===== src/rtl/hold_arb_pkg.sv =====
package hold_arb_pkg;
  typedef enum logic {BUS_OWNED = 1'b0, BUS_HELD = 1'b1} own_e;
  localparam int OE_DATA  = 0;
  localparam int OE_BYTE  = 1;
  localparam int OE_ADDR  = 2;
  localparam int OE_CTYPE = 3;
  localparam int OE_LOCK  = 4;
  localparam int OE_STRB  = 5;
  localparam int OE_COUNT = 6;
endpackage


===== src/rtl/hold_grant_fsm.sv =====
module hold_grant_fsm
  import hold_arb_pkg::*;
(
  input  logic clk,
  input  logic rst,
  input  logic hold_req,
  input  logic cyc_active,
  input  logic cyc_done,
  input  logic lock_active,
  output own_e state_q,
  output logic grant_evt,
  output logic release_evt
);
  logic at_boundary;

  assign at_boundary = !lock_active && (!cyc_active || cyc_done);

  always_comb begin
    grant_evt   = 1'b0;
    release_evt = 1'b0;
    if (!rst) begin
      if (state_q == BUS_OWNED) grant_evt   = hold_req && at_boundary;
      else                      release_evt = !hold_req;
    end
  end

  always_ff @(posedge clk) begin
    if (rst)              state_q <= BUS_OWNED;
    else if (grant_evt)   state_q <= BUS_HELD;
    else if (release_evt) state_q <= BUS_OWNED;
  end

  a_r3_no_grant_in_lock: assert property (@(posedge clk) disable iff (rst)
    (state_q == BUS_OWNED && lock_active) |=> state_q == BUS_OWNED);
  a_r2_no_grant_mid_cycle: assert property (@(posedge clk) disable iff (rst)
    (state_q == BUS_OWNED && cyc_active && !cyc_done) |=> state_q == BUS_OWNED);
endmodule


===== src/rtl/bus_oe_bank.sv =====
module bus_oe_bank #(
  parameter int GROUPS = 6
) (
  input  logic              clk,
  input  logic              rst,
  input  logic              grant_evt,
  input  logic              release_evt,
  output logic [GROUPS-1:0] oe_q
);
  for (genvar g = 0; g < GROUPS; g++) begin : g_oe
    always_ff @(posedge clk) begin
      if (rst)              oe_q[g] <= 1'b1;
      else if (grant_evt)   oe_q[g] <= 1'b0;
      else if (release_evt) oe_q[g] <= 1'b1;
    end
  end
endmodule


===== src/rtl/nmi_hold_latch.sv =====
module nmi_hold_latch #(
  parameter int SYNC_STAGES = 2
) (
  input  logic clk,
  input  logic rst,
  input  logic nmi_in,
  input  logic held,
  input  logic release_evt,
  input  logic nmi_take,
  output logic nmi_pend
);
  localparam int TOP = SYNC_STAGES - 1;

  logic [TOP:0] sync_q;
  logic         prev_q;
  logic         seen_q;
  logic         edge_w;

  always_ff @(posedge clk) begin
    if (rst) sync_q <= '0;
    else     sync_q <= {sync_q[TOP-1:0], nmi_in};
  end

  always_ff @(posedge clk) begin
    if (rst) prev_q <= 1'b0;
    else     prev_q <= sync_q[TOP];
  end

  assign edge_w = sync_q[TOP] && !prev_q;

  always_ff @(posedge clk) begin
    if (rst)                  seen_q <= 1'b0;
    else if (release_evt)     seen_q <= 1'b0;
    else if (held && edge_w)  seen_q <= 1'b1;
  end

  always_ff @(posedge clk) begin
    if (rst)                                     nmi_pend <= 1'b0;
    else if (release_evt && (seen_q || edge_w))  nmi_pend <= 1'b1;
    else if (nmi_take)                           nmi_pend <= 1'b0;
  end

  a_r9_take_clears: assert property (@(posedge clk) disable iff (rst)
    (nmi_take && !release_evt) |=> !nmi_pend);
endmodule


===== src/rtl/hold_arbiter.sv =====
module hold_arbiter
  import hold_arb_pkg::*;
#(
  parameter int GROUPS      = OE_COUNT,
  parameter int SYNC_STAGES = 2
) (
  input  logic              clk,
  input  logic              rst,
  input  logic              hold_req,
  input  logic              cyc_active,
  input  logic              cyc_done,
  input  logic              lock_active,
  input  logic              nmi_in,
  input  logic              nmi_take,
  output logic              hold_ack,
  output logic [GROUPS-1:0] bus_oe,
  output logic              nmi_pend
);
  own_e state_q;
  logic grant_evt;
  logic release_evt;

  hold_grant_fsm u_fsm (
    .clk(clk), .rst(rst), .hold_req(hold_req), .cyc_active(cyc_active),
    .cyc_done(cyc_done), .lock_active(lock_active), .state_q(state_q),
    .grant_evt(grant_evt), .release_evt(release_evt)
  );

  bus_oe_bank #(.GROUPS(GROUPS)) u_oe (
    .clk(clk), .rst(rst), .grant_evt(grant_evt),
    .release_evt(release_evt), .oe_q(bus_oe)
  );

  nmi_hold_latch #(.SYNC_STAGES(SYNC_STAGES)) u_nmi (
    .clk(clk), .rst(rst), .nmi_in(nmi_in), .held(state_q == BUS_HELD),
    .release_evt(release_evt), .nmi_take(nmi_take), .nmi_pend(nmi_pend)
  );

  assign hold_ack = (state_q == BUS_HELD);

  a_r6_reset_idle: assert property (@(posedge clk)
    rst |=> (!hold_ack && bus_oe == {GROUPS{1'b1}} && !nmi_pend));
  a_r4_ack_isolates: assert property (@(posedge clk) disable iff (rst)
    hold_ack |-> bus_oe == '0);
  a_r4_owned_drives: assert property (@(posedge clk) disable iff (rst)
    !hold_ack |-> bus_oe == {GROUPS{1'b1}});
  a_r5_release_next: assert property (@(posedge clk) disable iff (rst)
    (hold_ack && !hold_req) |=> !hold_ack);
  a_r5_keep_held: assert property (@(posedge clk) disable iff (rst)
    (hold_ack && hold_req) |=> hold_ack);
  a_r8_pend_on_release: assert property (@(posedge clk) disable iff (rst)
    $rose(nmi_pend) |-> $fell(hold_ack));
endmodule


===== config.mk =====
export PLATFORM = sky130hd
export DESIGN_NAME = hold_arbiter
export DESIGN_NICKNAME = d
export VERILOG_FILES = /design/src/rtl/hold_arb_pkg.sv /design/src/rtl/hold_grant_fsm.sv /design/src/rtl/bus_oe_bank.sv /design/src/rtl/nmi_hold_latch.sv /design/src/rtl/hold_arbiter.sv
export SDC_FILE = /design/constraint.sdc
export NUM_CORES = 1
export LEC_CHECK = 0
export ABC_AREA = 1
export BUFFER_PORTS_ARGS = -buffer_cell sky130_fd_sc_hd__buf_2
export CAP_MARGIN = 20
export CELL_PAD_IN_SITES_DETAIL_PLACEMENT = 1
export CELL_PAD_IN_SITES_GLOBAL_PLACEMENT = 1
export CORE_AREA = 2 2 39 41
export CTS_CLUSTER_DIAMETER = 50
export DETAILED_ROUTE_END_ITERATION = 12
export DIE_AREA = 0 0 41 43
export HOLD_SLACK_MARGIN = 0.06
export PLACE_DENSITY = 0.6
export SLEW_MARGIN = 20
export SYNTH_ARGS = -nofsm -noshare
export SYNTH_HDL_FRONTEND = slang
export SYNTH_SLANG_ARGS = --single-unit

===== constraint.sdc =====
create_clock -name clk -period 1.05 [get_ports clk]
set_input_delay 0.0525 -clock clk [delete_from_list [all_inputs] [get_ports clk]]
set_output_delay 0.0525 -clock clk [all_outputs]
set_load 0.01 [all_outputs]

==> results.cfg, run 1 <==
[clock_tree]
ctsHoldBuffers = 2
root_buffer = clkbuf_4
htree_levels = 1
clock_path_buffers = 2
cts.clk_slew.worst_paths_ps = 50
numClockSinks = 7
cts_resized = 0
clock_latency_ps = 250
numCtsBuffers = 3
cts_setup_buffers = 0
cts_tree = done

[route]
drtPass1Iterations = 4
ant_nets = 0
drc = 0
vias = 283
wl_per_cell_um = 8.54
avgViaCountPerCell = 3.99
routed_wl_um = 606
initialDrtViolationCount = 2

[power_and_ir_drop]
clkPwrFrac_pct = 40.8
netSwitchingFraction_pct = 23.1
p_comb_share_pct = 11.5
power.density_nw_per_um2 = 1420
seq_power_share_pct = 47.7
peakVddDrop_uv = 520
switchingPower_mw = 0.135
internal-power_mw = 0.451
power_mw = 0.586
power.leakage_nw = 0.195

[setup_path]
startpoint_type = flop
crit_fanout = 6
path_buf_inv = 1
cp.required_ps = 1000
worstPathArrival_ps = 830
path_class = flop to primary output
critPathTopFamily = flip-flops
end_kind = primary output
path_cells = buf_2
cp_slowest_cell = dfxtp_1
max_stage_delay_ps = 420

[global_routing]
grt_max_degree = 9
grt_pass1_vias = 247
use_met2_pct = 13.8
track_usage_pct = 9.05
globalRouteOverflowTotal = 0
busiest_layer = met2
met1_usage_pct = 8.09
use_met3_pct = 7.85
grt_pass1_wl_um = 966
antenna_found_initial = 0

[final_layout]
fillers = 182
diodes = 0
area_growth_pct = 29.0
fin_nets = 64
instances_no_fill = 71
seqCellArea_um2 = 140
multi_input_area_um2 = 108
drive_gt1_share_pct = 40.0

[synthesis]
syn_nets = 48
seq_area_frac_synth_pct = 43.9
avgSynthCellArea_um2 = 7.98
yosysUniqueCellTypes = 11
synth.largest_area_cell = dfxtp_1
synth_top_area_share_pct = 43.9
yosys_warnings = 0
synth_area_leaders = dfxtp_1 (44%), buf_4 (12%), nand2_1 (9.4%), nor2_1 (8.2%), inv_1 (7.1%)
netlist_area_um2 = 319
synthCells = 40
ys_ff_latch = 7

[sta]
fmax_mhz = 1130
slew_headroom_pct = 86.8
setup_viol_count_final = 0
fin_skew_ps = 6.21
slew_viol_final = 0
grt_setup_unrepaired = false
finalCritPeriodShare_pct = 84.0
period_minus_slack_ps = 882
fin_setup_tns_ps = 0
worst_slew_pin_slew_ps = 198
worst_hold_slack_ps = 91.9
hold_violations = 0

[floorplanning]
ios = 16
die_w_um = 41
core_um2 = 1380
row_count = 14
dieArea_um2 = 1760
initial_core_util_pct = 23.1
die_h_um = 43

[place]
post-place-cells = 65
dpl.hpwl_um = 489
gp_congestion = 0.694
port_buffers = 15

[min_path]
min-delay-path-class = input pin to flop

[status]
outcome = finished, final reports clean

[run]
maxCapViolCount = 0
## metrics by stage
stage	setup slack (ps)	cell area (um^2)	utilization, %
2_1_floorplan	260	319	-
3_3_place_gp	279	365	26.4
3_5_place_dp	232	365	26.4
4_1_cts	152	412	29.7
5_1_grt	90.4	412	29.7
6_report	168	412	29.7
## layer usage
| layer | routed length (um) | vias to the layer above |
|---|---|---|
| met5 | 0 | - |
| met4 | 0 | 0 |
| met3 | 45 | 0 |
| met2 | 307 | 11 |
| met1 | 253 | 126 |
| li1 | - | 146 |
## placed cells by master (no fill, tap or decap)
cell type / n
a21oi_2: 2
buf_2: 15
clkbuf_1: 1
clkbuf_4: 3
dfxtp_1: 7
dlygate4sd3_1: 2
inv_1: 6
nand2_1: 8
nand3_2: 1
nor2_1: 7
nor2_4: 1
o21ai_0: 1
o21bai_1: 1
## power groups by stage
stage               Clock [mW]  Combinational (mW)  Sequential, mW
global placement             0              0.0614           0.285
finish                   0.239              0.0673           0.280
detailed placement           0              0.0637           0.285
global route             0.284              0.0776           0.280
CTS                      0.260              0.0694           0.279
floorplan                    0              0.0469           0.286
## area by class of cell
| class | count | share of cell area, % |
|---|---|---|
| Inverter | 6 | 5.47 |
| Tap cell | 16 | 4.86 |
| Sequential cell | 7 | 34.0 |
| Clock buffer | 4 | 6.38 |
| Timing Repair Buffer | 17 | 23.1 |
| Multi-Input combinational cell | 21 | 26.1 |
## final timing paths
check                                      from              end  slack, ps  cells after the start
worst min register to register  u_nmi.sync_q[0]  u_nmi.sync_q[1]        400                      2
worst min-delay path                   hold_req    u_fsm.state_q         90                      3
worst max register to register    u_fsm.state_q     u_oe.oe_q[1]        240                      4
worst max-delay path              u_fsm.state_q         hold_ack        170                      1
## cell usage after synthesis
master,instances
o21bai_1,1
nand3_2,1
buf_4,5
o21ai_0,1
dfxtp_1,7
a21oi_2,2
inv_1,6
buf_6,1
nand2_1,8
nor2_4,1
nor2_1,7
## registers in the layout, indices dropped and copies added, names as in the netlist
signal and flops:
u_fsm.state_q 1, u_nmi.nmi_pend 1, u_nmi.prev_q 1, u_nmi.seen_q 1
u_nmi.sync_q 2, u_oe.oe_q 1
## logic make-up after synthesis
logic type             count (synthesis)  share of synthesized area (%)
DFF                                    7                           43.9
and+or+nand+nor                       17                           24.3
AOI/OAI and AO/OA                      4                           9.41
buffers and inverters                 12                           22.4
No activity file was read; power rests on OpenSTA's default activity.
==> run 2, diff against run 1 <==
--- a/config.mk
+++ b/config.mk
@@ -15,7 +15,7 @@
 export DETAILED_ROUTE_END_ITERATION = 12
 export DIE_AREA = 0 0 41 43
 export HOLD_SLACK_MARGIN = 0.06
-export PLACE_DENSITY = 0.6
+export PLACE_DENSITY = 0.63
 export SLEW_MARGIN = 20
 export SYNTH_ARGS = -nofsm -noshare
 export SYNTH_HDL_FRONTEND = slang
==> constraint.sdc (replaced) <==
create_clock -name clk -period 0.8 [get_ports clk]
set_input_delay 0.04 -clock clk [delete_from_list [all_inputs] [get_ports clk]]
set_output_delay 0.04 -clock clk [all_outputs]
set_load 0.01 [all_outputs]
==> results.cfg, run 2 (synthesis gave the netlist of run 1 again) <==
[setup_path]
path_class = flop to primary output
crit_fanout = 6
worstPathArrival_ps = 740
path_buf_inv = 1
cp.required_ps = 760
critPathTopFamily = flip-flops
cp_slowest_cell = dfxtp_4
max_stage_delay_ps = 390
rrSetupSlack_ps = 40
end_kind = primary output
startpoint_type = flop
path_cells = buf_6

[place]
gp_congestion = 0.706
dpl.hpwl_um = 452
port_buffers = 15
post-place-cells = 65

[final_layout]
instances_no_fill = 72
fillers = 170
area_growth_pct = 40.8
final_cell_mix = buf_2 (13), nand2_1 (8), nor2_1 (6)
largest_reg_flops = 2
diodes = 0
fin_nets = 65
drive_gt1_share_pct = 48.2
regMostFlops = u_nmi.sync_q
post-route-util_pct = 32.5
layout.cells.most_common = buf_2

[floorplanning]
die_w_um = 41
ios = 16
dieArea_um2 = 1760
core_um2 = 1380
row_count = 14
initial_core_util_pct = 23.1
die_h_um = 43

[sta]
worst_slew_pin_slew_ps = 198
hold_violations = 0
grt_setup_unrepaired = true
worst_hold_slack_ps = 77.2
slew_viol_final = 0
fmax_mhz = 1280
fin_setup_tns_ps = 0
setup_viol_count_final = 0
fin_skew_ps = 2.01
period_minus_slack_ps = 782
slew_headroom_pct = 86.8
finalCritPeriodShare_pct = 97.7

[power_and_ir_drop]
power.leakage_nw = 0.209
peakVddDrop_uv = 642
power_mw = 0.776
power.density_nw_per_um2 = 1730

[clock_tree]
root_buffer = clkbuf_4
cts.clk_slew.worst_paths_ps = 50
numCtsBuffers = 3
cts_setup_buffers = 0
htree_levels = 1
cts_tree = done
clock_latency_ps = 240
clock_path_buffers = 2
numClockSinks = 7

[route]
initialDrtViolationCount = 6
drc = 0
met1_length_um = 238
wl_per_cell_um = 7.94
drtPass1Iterations = 2
avgViaCountPerCell = 4.00
routed_wl_um = 572
ant_nets = 0
wl_met2_um = 277
vias = 288
top_layer_used = met3
wl_met3_um = 55

[global_routing]
track_usage_pct = 8.05
grt_pass1_wl_um = 910
antenna_found_initial = 0
globalRouteOverflowTotal = 0
grt_max_degree = 9
grt_pass1_vias = 251

[min_path]
min-delay-path-class = input pin to flop

[status]
outcome = finished, final reports clean

[run]
maxCapViolCount = 0
run 2: path summary, 6_finish.rpt:
kind	start	end	cells past startpoint
worst max-delay path	u_fsm.state_q	hold_ack	1
worst max register to register	u_fsm.state_q	u_oe.oe_q[1]	4
worst min-delay path	rst	u_fsm.state_q	2
worst min register to register	u_nmi.sync_q[0]	u_nmi.sync_q[1]	2
run 2: what timing repair did:
action,CTS,global route
hold endpoints to repair,3,0
gates resized for setup,5,6
setup endpoints to repair,8,10
pin swaps,0,2
hold buffers,3,0
run 2: metrics by stage:
| stage | setup WS [ps] | area, um^2 |
|---|---|---|
| 2_1_floorplan | 10.5 | 319 |
| 3_3_place_gp | 31.6 | 365 |
| 3_5_place_dp | 7.65 | 365 |
| 4_1_cts | 7.61 | 435 |
| 5_1_grt | -26.6 | 449 |
| 6_report | 18.4 | 449 |
run 2: metal layers:
| layer | vias to the layer above | track usage, % |
|---|---|---|
| met4 | 0 | 6.00 |
| li1 | 147 | - |
| met2 | 11 | 11.9 |
| met1 | 130 | 7.77 |
| met5 | - | 0 |
| met3 | 0 | 4.71 |
run 2: power breakdown:
| group | switching, mW | internal (mW) |
|---|---|---|
| logic | 0.0482 | 0.0509 |
| clock network | 0.122 | 0.190 |
| registers | 0.00890 | 0.356 |
run 2: final cells by class:
cell class	count	area, um^2	area share [%]
Tap cell	16	20.0	4.46
Inverter	6	22.5	5.01
Timing Repair Buffer	18	114	25.3
Sequential cell	7	148	32.9
Clock buffer	4	26.3	5.85
Multi-Input combinational cell	21	119	26.5
